File: src/rtl/cp0t_pkg.sv
package cp0t_pkg;

    localparam int IP_W      = 8;
    localparam int EXT_IRQ_W = IP_W - 1;
    localparam int TIMER_BIT = IP_W - 1;

    typedef enum logic [1:0] {
        PRIV_KERNEL = 2'b00,
        PRIV_SUPER  = 2'b01,
        PRIV_USER   = 2'b10
    } priv_e;

    typedef struct packed {
        logic [3:0] cu;
        logic [4:0] rsv_hi;
        logic       bev;
        logic [5:0] rsv_mid;
        logic [7:0] im;
        logic       kx;
        logic       sx;
        logic       ux;
        logic [1:0] ksu;
        logic       erl;
        logic       exl;
        logic       ie;
    } status_t;

    localparam logic [31:0] STATUS_RST = 32'h0040_0000;

    function automatic priv_e level_of(input status_t s);
        if (s.exl || s.erl) return PRIV_KERNEL;
        case (s.ksu)
            2'b00:   return PRIV_KERNEL;
            2'b01:   return PRIV_SUPER;
            default: return PRIV_USER;
        endcase
    endfunction

    function automatic logic irq_wanted(input status_t s, input logic [IP_W-1:0] pend);
        return !s.exl && !s.erl && s.ie && ((pend & s.im) != '0);
    endfunction

endpackage

File: src/rtl/cp0t_random_ctr.sv
module cp0t_random_ctr #(
    parameter int IDX_W = 6
) (
    input  logic             clk,
    input  logic             rst,
    input  logic             tick_i,
    input  logic             wired_we_i,
    input  logic [IDX_W-1:0] wired_wdata_i,
    output logic [IDX_W-1:0] random_o,
    output logic [IDX_W-1:0] wired_o
);
    localparam logic [IDX_W-1:0] IDX_MAX = {IDX_W{1'b1}};

    logic [IDX_W-1:0] random_q;
    logic [IDX_W-1:0] wired_q;

    always_ff @(posedge clk) begin
        if (rst) begin
            random_q <= IDX_MAX;
            wired_q  <= '0;
        end else begin
            if (tick_i) begin
                random_q <= (random_q == wired_q) ? IDX_MAX : random_q - IDX_W'(1);
            end
            if (wired_we_i) begin
                wired_q <= wired_wdata_i;
            end
        end
    end

    assign random_o = random_q;
    assign wired_o  = wired_q;
endmodule

File: src/rtl/cp0t_count_cmp.sv
module cp0t_count_cmp #(
    parameter int CNT_W = 32
) (
    input  logic             clk,
    input  logic             rst,
    input  logic             tick_i,
    input  logic             cmp_we_i,
    input  logic [CNT_W-1:0] cmp_wdata_i,
    output logic [CNT_W-1:0] count_o,
    output logic [CNT_W-1:0] compare_o,
    output logic             timer_hit_o
);
    logic [CNT_W-1:0] count_q;
    logic [CNT_W-1:0] compare_q;
    logic [CNT_W-1:0] count_nxt;

    assign count_nxt = count_q + CNT_W'(1);

    always_ff @(posedge clk) begin
        if (rst) begin
            count_q   <= '0;
            compare_q <= '0;
        end else begin
            if (tick_i)   count_q   <= count_nxt;
            if (cmp_we_i) compare_q <= cmp_wdata_i;
        end
    end

    assign timer_hit_o = tick_i && (count_nxt == compare_q);
    assign count_o     = count_q;
    assign compare_o   = compare_q;
endmodule

File: src/rtl/cp0t_pending.sv
module cp0t_pending
    import cp0t_pkg::*;
(
    input  logic                 clk,
    input  logic                 rst,
    input  logic                 timer_hit_i,
    input  logic                 timer_clr_i,
    input  logic [EXT_IRQ_W-1:0] ext_irq_i,
    input  status_t              status_i,
    output logic [IP_W-1:0]      ip_o,
    output logic                 irq_req_o
);
    logic [EXT_IRQ_W-1:0] ext_q;
    logic                 timer_q;

    always_ff @(posedge clk) begin
        if (rst) begin
            ext_q   <= '0;
            timer_q <= 1'b0;
        end else begin
            ext_q <= ext_irq_i;
            if (timer_clr_i)      timer_q <= 1'b0;
            else if (timer_hit_i) timer_q <= 1'b1;
        end
    end

    assign ip_o      = {timer_q, ext_q};
    assign irq_req_o = irq_wanted(status_i, ip_o);
endmodule

File: src/rtl/cp0t_status_priv.sv
module cp0t_status_priv
    import cp0t_pkg::*;
(
    input  logic        clk,
    input  logic        rst,
    input  logic        stat_we_i,
    input  logic [31:0] stat_wdata_i,
    input  logic        cp0_acc_i,
    output status_t     status_o,
    output priv_e       priv_o,
    output logic        cpu_fault_o,
    output logic [1:0]  ce_o
);
    status_t status_q;

    always_ff @(posedge clk) begin
        if (rst)            status_q <= status_t'(STATUS_RST);
        else if (stat_we_i) status_q <= status_t'(stat_wdata_i);
    end

    assign priv_o      = level_of(status_q);
    assign cpu_fault_o = cp0_acc_i && (priv_o != PRIV_KERNEL) && !status_q.cu[0];
    assign ce_o        = 2'b00;
    assign status_o    = status_q;
endmodule

File: src/rtl/cp0_timer_irq_unit.sv
module cp0_timer_irq_unit
    import cp0t_pkg::*;
#(
    parameter int CNT_W = 32,
    parameter int IDX_W = 6
) (
    input  logic                 clk,
    input  logic                 rst,
    input  logic                 tick_i,
    input  logic                 cmp_we_i,
    input  logic [CNT_W-1:0]     cmp_wdata_i,
    input  logic                 wired_we_i,
    input  logic [IDX_W-1:0]     wired_wdata_i,
    input  logic                 stat_we_i,
    input  logic [31:0]          stat_wdata_i,
    input  logic [EXT_IRQ_W-1:0] ext_irq_i,
    input  logic                 cp0_acc_i,
    output logic [CNT_W-1:0]     count_o,
    output logic [IDX_W-1:0]     random_o,
    output logic [31:0]          cause_o,
    output logic                 irq_req_o,
    output logic [1:0]           priv_o,
    output logic                 cpu_fault_o
);
    logic [IDX_W-1:0] wired_q;
    logic [CNT_W-1:0] compare_q;
    logic             timer_hit;
    status_t          status_q;
    priv_e            level;
    logic [IP_W-1:0]  ip_q;
    logic [1:0]       ce_code;

    cp0t_random_ctr #(.IDX_W(IDX_W)) u_rnd (
        .clk           (clk),
        .rst           (rst),
        .tick_i        (tick_i),
        .wired_we_i    (wired_we_i),
        .wired_wdata_i (wired_wdata_i),
        .random_o      (random_o),
        .wired_o       (wired_q)
    );

    cp0t_count_cmp #(.CNT_W(CNT_W)) u_cnt (
        .clk         (clk),
        .rst         (rst),
        .tick_i      (tick_i),
        .cmp_we_i    (cmp_we_i),
        .cmp_wdata_i (cmp_wdata_i),
        .count_o     (count_o),
        .compare_o   (compare_q),
        .timer_hit_o (timer_hit)
    );

    cp0t_status_priv u_stat (
        .clk          (clk),
        .rst          (rst),
        .stat_we_i    (stat_we_i),
        .stat_wdata_i (stat_wdata_i),
        .cp0_acc_i    (cp0_acc_i),
        .status_o     (status_q),
        .priv_o       (level),
        .cpu_fault_o  (cpu_fault_o),
        .ce_o         (ce_code)
    );

    cp0t_pending u_pend (
        .clk         (clk),
        .rst         (rst),
        .timer_hit_i (timer_hit),
        .timer_clr_i (cmp_we_i),
        .ext_irq_i   (ext_irq_i),
        .status_i    (status_q),
        .ip_o        (ip_q),
        .irq_req_o   (irq_req_o)
    );

    assign priv_o  = level;
    assign cause_o = {2'b00, ce_code, 12'h000, ip_q, 8'h00};
endmodule

File: config.mk
export PLATFORM = sky130hd
export DESIGN_NAME = cp0_timer_irq_unit
export DESIGN_NICKNAME = d
export VERILOG_FILES = /design/src/rtl/cp0t_pkg.sv /design/src/rtl/cp0t_random_ctr.sv /design/src/rtl/cp0t_count_cmp.sv /design/src/rtl/cp0t_pending.sv /design/src/rtl/cp0t_status_priv.sv /design/src/rtl/cp0_timer_irq_unit.sv
export SDC_FILE = /design/constraint.sdc
export NUM_CORES = 1
export LEC_CHECK = 0
export BUFFER_PORTS_ARGS = -buffer_cell sky130_fd_sc_hd__buf_2
export CAP_MARGIN = 20
export CORE_MARGIN = 5
export CORE_UTILIZATION = 57
export CTS_BUF_LIST = sky130_fd_sc_hd__clkbuf_16
export DETAILED_ROUTE_END_ITERATION = 8
export GPL_TIMING_DRIVEN = 1
export PLACE_DENSITY = 0.88
export SLEW_MARGIN = 20
export SYNTH_ARGS = -nofsm -noshare
export SYNTH_HDL_FRONTEND = slang
export SYNTH_HIERARCHICAL = 1
export SYNTH_SLANG_ARGS = --single-unit
File: constraint.sdc
create_clock -name clk -period 5.8 [get_ports clk]
set_input_delay 0.58 -clock clk [delete_from_list [all_inputs] [get_ports clk]]
set_output_delay 0.58 -clock clk [all_outputs]
set_load 0.02 [all_outputs]
==> results of run 1 <==
[power by group]
| group | total (mW) | switching, mW | internal [mW] | leakage, nW |
|---|---|---|---|---|
| clock | 0.568 | 0.239 | 0.329 | 0.144 |
| combinational | 0.162 | 0.0905 | 0.0718 | 1.57 |
| sequential | 0.724 | 0.0241 | 0.700 | 0.803 |
[worst max path at each step]
stage / end / startpoint / slack [ns] / cells past startpoint
after CTS: u_pend/timer_q / u_cnt/count_o[0] / 2.73 / 10
after detailed placement: u_pend/timer_q / u_cnt/count_o[2] / 2.76 / 9
after floorplan: u_pend/timer_q / u_cnt/count_o[1] / 3.16 / 10
after global placement: u_pend/timer_q / u_cnt/count_o[2] / 2.81 / 9
final: u_pend/timer_q / u_cnt/count_o[0] / 2.70 / 10
after global routing: u_pend/timer_q / u_cnt/count_o[2] / 2.40 / 9
[critical path, stage by stage (launching register included)]
cell and delay [ns]:
dfxtp_1 0.51, ha_1 0.37, nand3_1 0.24, nor4_2 0.67
nand3_1 0.18, xnor2_1 0.27, o311a_1 0.22, nand4_1 0.09
nor4_2 0.30, nor2_1 0.07, nor3_1 0.12
[sequential cells by signal, indices dropped and copies added, names as in the netlist]
name	flops
u_stat/status_o	14
u_pend/ext_q	7
u_rnd/wired_o	6
u_rnd/random_o	6
u_pend/timer_q	1
u_cnt/compare_o	32
u_cnt/count_o	32
[placed cells by master, fill, tap and decap left out, drive strengths merged, types with 2 or more instances in the layout]
| cell | instances |
|---|---|
| a21oi | 7 |
| a22oi | 4 |
| a31oi | 3 |
| and3 | 4 |
| and4 | 2 |
| buf | 116 |
| clkbuf | 9 |
| clkinv | 2 |
| clkinvlp | 2 |
| conb | 24 |
| dfxtp | 98 |
| ha | 2 |
| inv | 7 |
| mux2i | 55 |
| nand2 | 33 |
| nand3 | 17 |
| nand4 | 21 |
| nor2 | 105 |
| nor2b | 7 |
| nor3 | 10 |
| nor3b | 2 |
| nor4 | 6 |
| nor4b | 4 |
| o211ai | 2 |
| o21a | 2 |
| o21ai | 8 |
| or3 | 6 |
| or4 | 3 |
| xnor2 | 47 |
| xor2 | 39 |
[area by class of cell]
class / instances / area [µm²]
inverters: 5 / 18.8
clock inverters: 7 / 62.6
fillers: 716 / 2960
clock buffers: 9 / 225
multi-input cells: 427 / 2770
repair buffers: 116 / 583
well taps: 108 / 135
flip-flops and latches: 98 / 1960
[per-stage QoR]
| stage | instances | hold slack, ns | utilization [%] |
|---|---|---|---|
| 4_1_cts | 770 | 0.457 | 66.0 |
| 2_1_floorplan | 593 | 0.452 | - |
| 3_3_place_gp | 754 | 0.464 | 62.7 |
| 6_report | 770 | 0.462 | 66.0 |
| 5_1_grt | 770 | 0.469 | 66.0 |
| 3_5_place_dp | 754 | 0.488 | 62.7 |
[metal layers]
metal  track usage [%]  vias up
li1                  -     2054
met1              27.5     1964
met2              35.3      180
met3              5.34       13
met4              5.37        0
met5                 0        -
==> results.json, run 1 <==
{
  "status": "finished clean",
  "cts-resized-gates": 0,
  "r2r-start": "u_cnt/count_o[0]",
  "skew_ns": 0.00929,
  "grt_use_total_pct": 21.2,
  "syn_area_um2": 5080,
  "dr_total_vias": 4211,
  "cts.sinks": 98,
  "clock_path_buffers": 2,
  "die_w_um": 104,
  "crit_fanout": 8,
  "hold_buffers": 0,
  "min-delay-start": "ext_irq_i[2]",
  "post-place-ws_ns": 2.76,
  "setup_ws_ns": 2.70,
  "root_buffer": "clkbuf_16",
  "maxClockFrequency_ghz": 0.322,
  "design_power_total_mw": 1.45,
  "core-area_um2": 8720,
  "grt_max_degree": 94,
  "nNetsFinal": 743,
  "vdd_drop_max_uv": 255,
  "cts.htree.levels": 3,
  "rr_endpoint": "u_pend/timer_q",
  "holdPathStages": 2,
  "antenna_found_initial": 0,
  "worst_ep_arrival_time_ns": 3.35,
  "fin_setup_tns_ns": 0,
  "cp-end-kind": "register",
  "firstDrtPassIters": 5,
  "ios": 158,
  "dp.final_hpwl_um": 8400,
  "drv_cap": 0,
  "place_area_um2": 5470,
  "worstPathRequired_ns": 6.05,
  "wl_met2_um": 5510,
  "grt_pass1_wl_um": 19600,
  "die_area_um2": 10900,
  "wirelength_um": 11700,
  "leakagePower_nw": 2.52,
  "clkLatencyLatePin_ns": 0.33,
  "syn_area_per_cell_um2": 8.89,
  "rr_worst_depth": 10,
  "whs_endpoint": "u_pend/ext_q[2]",
  "cts_tree": "built",
  "rows": 34,
  "ant_nets": 0,
  "maxUsedRoutingLayer": "met4",
  "rsz0062_at_grt": "no",
  "ys_warn_count": 6,
  "drt_iter0_drc": 163,
  "r2r_slack_ns": 2.70,
  "finalCriticalPeriod_ns": 3.10,
  "final_area_um2": 5760,
  "tightest_slew_ns": 0.971,
  "drv_slew": 0,
  "post-route-period-util_pct": 53.5,
  "cts_buffers": 9,
  "post_cts_buffers": 0,
  "die_y_um": 104,
  "gp_congestion": 0.854,
  "gr-total-overflow": 0,
  "numPortBuffers": 115,
  "crit_type": "register to register",
  "setup_viol": 0,
  "startpoint_type": "register",
  "drc_errors": 0,
  "path_clk_slew_ns": 0.07,
  "power_density_nw_per_um2": 253,
  "met3_length_um": 985,
  "drive_gt1_share_pct": 21.5,
  "syn2layout_area_growth_pct": 13.4,
  "initial_core_util_pct": 58.2,
  "via_per_inst": 5.47,
  "antenna_cells": 0,
  "synthCells": 571,
  "wl_per_cell_um": 15.1,
  "worstHoldPathType": "input port to register",
  "m1WireLength_um": 5030,
  "hold_viol": 0,
  "maxSlewHeadroom_pct": 35.3,
  "grt_pass1_vias": 4000
}
Note: power is estimated with default switching activity, not from simulation.
==> run 2, diff against run 1 <==
- CORE_UTILIZATION: 57 -> 53
- PLACE_DENSITY: 0.88 -> 0.83
- clock period: 5.8 -> 2.95 ns (I/O delays scaled with it)
==> run 2 against run 1 <==
Compared with the run above:
- combinational power is 100% higher
- clock skew is 0.0054 ns lower
- core utilization is 2.7 points lower
- clock-buffer cell count stayed put
- maximum frequency is 12% higher
- non-clock buffer count is 13 higher
- register-to-register slack worse by 2.5 ns
- global-route usage is 0.63 points lower
- flip-flop and latch count stayed put
- critical path depth is 1 lower
- sequential power is 96% higher
==> results.json, run 2 (synthesis gave the netlist of run 1 again) <==
{
  "cts_tree": "built",
  "final_core_util_pct": 63.4,
  "clock_path_buffers": 2,
  "power.internal_mw": 2.16,
  "rows": 35,
  "power_frac_seq_pct": 49.9,
  "drv_slew": 0,
  "tightest_slew_ns": 0.995,
  "met3_length_um": 1140,
  "cp-end-kind": "register",
  "ant_nets": 0,
  "firstDrtPassIters": 5,
  "final_common_cell": "buf_2",
  "gp_congestion": 0.916,
  "whs_endpoint": "u_pend/ext_q[3]",
  "rsz0062_at_grt": "no",
  "drive_gt1_share_pct": 23.1,
  "rr_worst_depth": 9,
  "post-route-period-util_pct": 94.1,
  "core-area_um2": 9280,
  "mostFrequentLayoutCells": "buf_2 (115), nor2_1 (104), dfxtp_1 (97)",
  "fill_cells": 772,
  "crit_fanout": 8,
  "startpoint_type": "register",
  "drc_errors": 0,
  "gr-total-overflow": 0,
  "worstPathRequired_ns": 3.19,
  "wl_met2_um": 5690,
  "grt_pass1_vias": 4093,
  "fin_setup_tns_ns": 0,
  "path_clk_slew_ns": 0.06,
  "antenna_found_initial": 0,
  "clkLatencyLatePin_ns": 0.33,
  "min-delay-start": "ext_irq_i[3]",
  "vdd_drop_max_uv": 286,
  "stdcell_count": 803,
  "status": "finished clean",
  "syn2layout_area_growth_pct": 15.8,
  "wirelength_um": 12100,
  "multi_input_area_um2": 2780,
  "leakagePower_nw": 2.58,
  "die_y_um": 108,
  "dp_cells": 786,
  "power_density_nw_per_um2": 485,
  "worstHoldPathType": "input port to register",
  "dr_total_vias": 4300,
  "r2r-start": "u_cnt/count_o[3]",
  "dp.final_hpwl_um": 9010,
  "die_w_um": 108,
  "cts.htree.levels": 3,
  "grt_max_degree": 42,
  "wl_per_cell_um": 15.1,
  "clkPwrFrac_pct": 38.6,
  "drv_cap": 0,
  "r2r_slack_ns": 0.18,
  "p_switching_uw": 692,
  "holdPathStages": 2,
  "cts.sinks": 98,
  "initial_core_util_pct": 54.7,
  "maxUsedRoutingLayer": "met4",
  "hold_viol": 0,
  "die_area_um2": 11600,
  "rr_endpoint": "u_pend/timer_q",
  "finalCriticalPeriod_ns": 2.77,
  "cts_buffers": 9,
  "numPortBuffers": 115,
  "worst_ep_arrival_time_ns": 3.02,
  "ios": 158,
  "power_frac_comb_pct": 11.5,
  "via_per_inst": 5.35,
  "nNetsFinal": 756,
  "grt_pass1_wl_um": 19600,
  "maxClockFrequency_ghz": 0.360,
  "drt_iter0_drc": 266,
  "skew_ns": 0.00384,
  "antenna_cells": 0,
  "crit_type": "register to register",
  "maxSlewHeadroom_pct": 33.7,
  "seq_area_um2": 1960,
  "m1WireLength_um": 4980,
  "switching_share_pct": 24.2,
  "root_buffer": "clkbuf_16",
  "grt_use_total_pct": 20.6,
  "setup_viol": 0
}
## run 2: final cells by class
type,instances,area share (%)
inverter,5,0.319
sequential,98,33.4
timing repair buffer,129,11.6
multi-input combinational,427,47.3
tap,129,2.74
clock buffer,9,3.83
clock inverter,6,0.872
## run 2: layer usage
| layer | up-vias | GRT usage, % |
|---|---|---|
| li1 | 2070 | - |
| met1 | 1981 | 25.2 |
| met2 | 220 | 35.7 |
| met3 | 29 | 5.22 |
| met4 | 0 | 5.95 |
| met5 | - | 0 |
## run 2: power groups by stage
| stage | logic (mW) | registers, mW | clock network (mW) |
|---|---|---|---|
| after floorplan | 0.252 | 1.45 | 0 |
| after global placement | 0.313 | 1.45 | 0 |
| after detailed placement | 0.325 | 1.45 | 0 |
| after CTS | 0.327 | 1.42 | 1.12 |
| after global routing | 0.357 | 1.43 | 1.19 |
| final | 0.328 | 1.42 | 1.10 |
## run 2: worst max-delay path by stage
| stage | slack, ns | start | endpoint | depth (start not counted) |
|---|---|---|---|---|
| global route | 0.005 | u_cnt/count_o[3] | u_pend/timer_q | 9 |
| CTS | 0.14 | u_cnt/count_o[12] | u_pend/timer_q | 10 |
| detailed placement | 0.15 | u_cnt/count_o[3] | u_pend/timer_q | 9 |
| global placement | 0.28 | u_cnt/count_o[12] | u_pend/timer_q | 10 |
| floorplan | 0.31 | u_cnt/count_o[1] | u_pend/timer_q | 10 |
| finish | 0.18 | u_cnt/count_o[3] | u_pend/timer_q | 9 |
## run 2: stage by stage
stage	total power [mW]	cell area (µm²)	worst slack [ns]	hold WS [ns]
final	2.85	5880	0.175	0.178
after global routing	2.98	5880	0.00476	0.179
after CTS	2.87	5860	0.138	0.172
after detailed placement	1.78	5580	0.153	0.489
after global placement	1.76	5580	0.283	0.477
after floorplan	1.70	5160	0.309	0.367
## run 2: what timing repair did
action,in CTS,in global routing
resized for setup,0,3
hold buffers,0,0
setup endpoints to repair,0,1
setup buffers,0,2
## run 2: worst max-delay path: stages (launching register included)
cell       delay [ns]
dfxtp_1          0.49
nand4_2          0.16
or3_1            0.57
nor3_4           0.24
xnor2_1          0.12
a2111oi_2        0.40
nand4_1          0.16
nor4_2           0.31
nor2_1           0.07
nor3_1           0.15
==> run 3, diff against run 2 <==
- CORE_ASPECT_RATIO: unset -> 0.6
==> run 3 against run 2 <==
Compared with the run above:
- core utilization increased by 0.36 points
- die area is 0.55% higher
- first-iteration DRC count up 53%
- largest cell class unchanged
==> results.json, run 3 (synthesis gave the netlist of run 1 again) <==
{
  "status": "finished clean",
  "dr_total_vias": 4269,
  "skew_ns": 0.00727,
  "drv_cap": 0,
  "syn2layout_area_growth_pct": 16.1,
  "fin_setup_tns_ns": 0,
  "worstHoldPathType": "input port to register",
  "cts_buffers": 9,
  "finalCriticalPeriod_ns": 2.79,
  "stdcell_count": 807,
  "gr-total-overflow": 0,
  "power_density_nw_per_um2": 489,
  "post-route-period-util_pct": 94.5,
  "die_y_um": 85.8,
  "grt_use_total_pct": 21.7,
  "dp_cells": 791,
  "worstPathRequired_ns": 3.22,
  "path_clk_slew_ns": 0.07,
  "worst_ep_arrival_time_ns": 3.05,
  "hold_buffers": 0,
  "vdd_drop_max_uv": 284,
  "drc_errors": 0,
  "maxClockFrequency_ghz": 0.359,
  "setup_ws_ns": 0.163,
  "cts-resized-gates": 0,
  "via_per_inst": 5.29,
  "hold_ws_ns": 0.157,
  "maxSlewHeadroom_pct": 32.9,
  "wirelength_um": 12800,
  "die_area_um2": 11700,
  "tightest_slew_ns": 1.01,
  "drive_gt1_share_pct": 23.2,
  "rows": 27,
  "grt_max_degree": 39,
  "final_common_cell": "buf_2",
  "antenna_found_initial": 0,
  "gp_congestion": 0.876,
  "mostFrequentLayoutCells": "buf_2 (115), nor2_1 (104), dfxtp_1 (98)",
  "drt_iter0_drc": 406,
  "crit_fanout": 8,
  "cp-end-kind": "register",
  "wl_per_cell_um": 15.8,
  "startpoint_type": "register",
  "die_w_um": 136,
  "antenna_cells": 0,
  "cts.sinks": 98,
  "core-area_um2": 9260,
  "firstDrtPassIters": 6,
  "initial_core_util_pct": 54.9,
  "clock_path_buffers": 2,
  "clkLatencyLatePin_ns": 0.34,
  "final_core_util_pct": 63.7,
  "dp.final_hpwl_um": 9960,
  "root_buffer": "clkbuf_16",
  "post_cts_buffers": 0,
  "leakagePower_nw": 2.60,
  "drv_slew": 0,
  "rsz0062_at_grt": "no",
  "numPortBuffers": 115,
  "cts_tree": "built",
  "grt_pass1_wl_um": 20200,
  "crit_type": "register to register",
  "hold_viol": 0,
  "post-place-ws_ns": 0.244,
  "nNetsFinal": 758,
  "cts.htree.levels": 3,
  "ios": 158,
  "setup_viol": 0,
  "grt_pass1_vias": 4083,
  "ant_nets": 0
}
-- run 3: per-layer routing --
layer / vias up / wire length [µm] / track usage, %
li1: 2076 / - / -
met1: 1996 / 5740 / 29.5
met2: 179 / 5800 / 33.8
met3: 18 / 1050 / 5.80
met4: 0 / 172 / 6.68
met5: - / 0 / 0
-- run 3: critical path: stages (launching register included) --
cell	delay, ns
dfxtp_1	0.50
nand3_1	0.18
or3_1	0.53
nor4_1	0.53
xnor2_1	0.15
xnor2_1	0.15
a31o_2	0.23
nor4_2	0.27
nor2_1	0.07
nor3_1	0.11
-- run 3: path summary, 6_finish.rpt --
path | start | endpoint | slack (ns) | depth (start not counted)
hold / removal | ext_irq_i[0] | u_pend/ext_q[0] | 0.16 | 2
setup reg to reg | u_cnt/count_o[9] | u_pend/timer_q | 0.16 | 9
hold reg to reg | u_stat/status_o[0] | u_stat/status_o[0] | 0.50 | 2
setup / recovery | u_cnt/count_o[9] | u_pend/timer_q | 0.16 | 9
-- run 3: cell type report --
cell class              count  area [µm²]
clock buffers               9         225
clock inverters             7        61.3
fillers                   797        3360
inverters                   5        18.8
multi-input cells         427        2770
flip-flops and latches     98        1960
well taps                 130         163
repair buffers            131         696
-- run 3: per-stage QoR --
step	cell area, µm²	power [mW]
6_report	5900	2.89
5_1_grt	5900	3.01
4_1_cts	5900	2.91
3_5_place_dp	5610	1.78
3_3_place_gp	5610	1.76
2_1_floorplan	5160	1.70
-- run 3: report_power, final --
part           switching [mW]  internal (mW)  leakage [nW]  total (mW)
clock network           0.485          0.648         0.148        1.13
registers              0.0465           1.38         0.803        1.42
logic                   0.186          0.145          1.65       0.331
total                   0.717           2.17          2.60        2.89
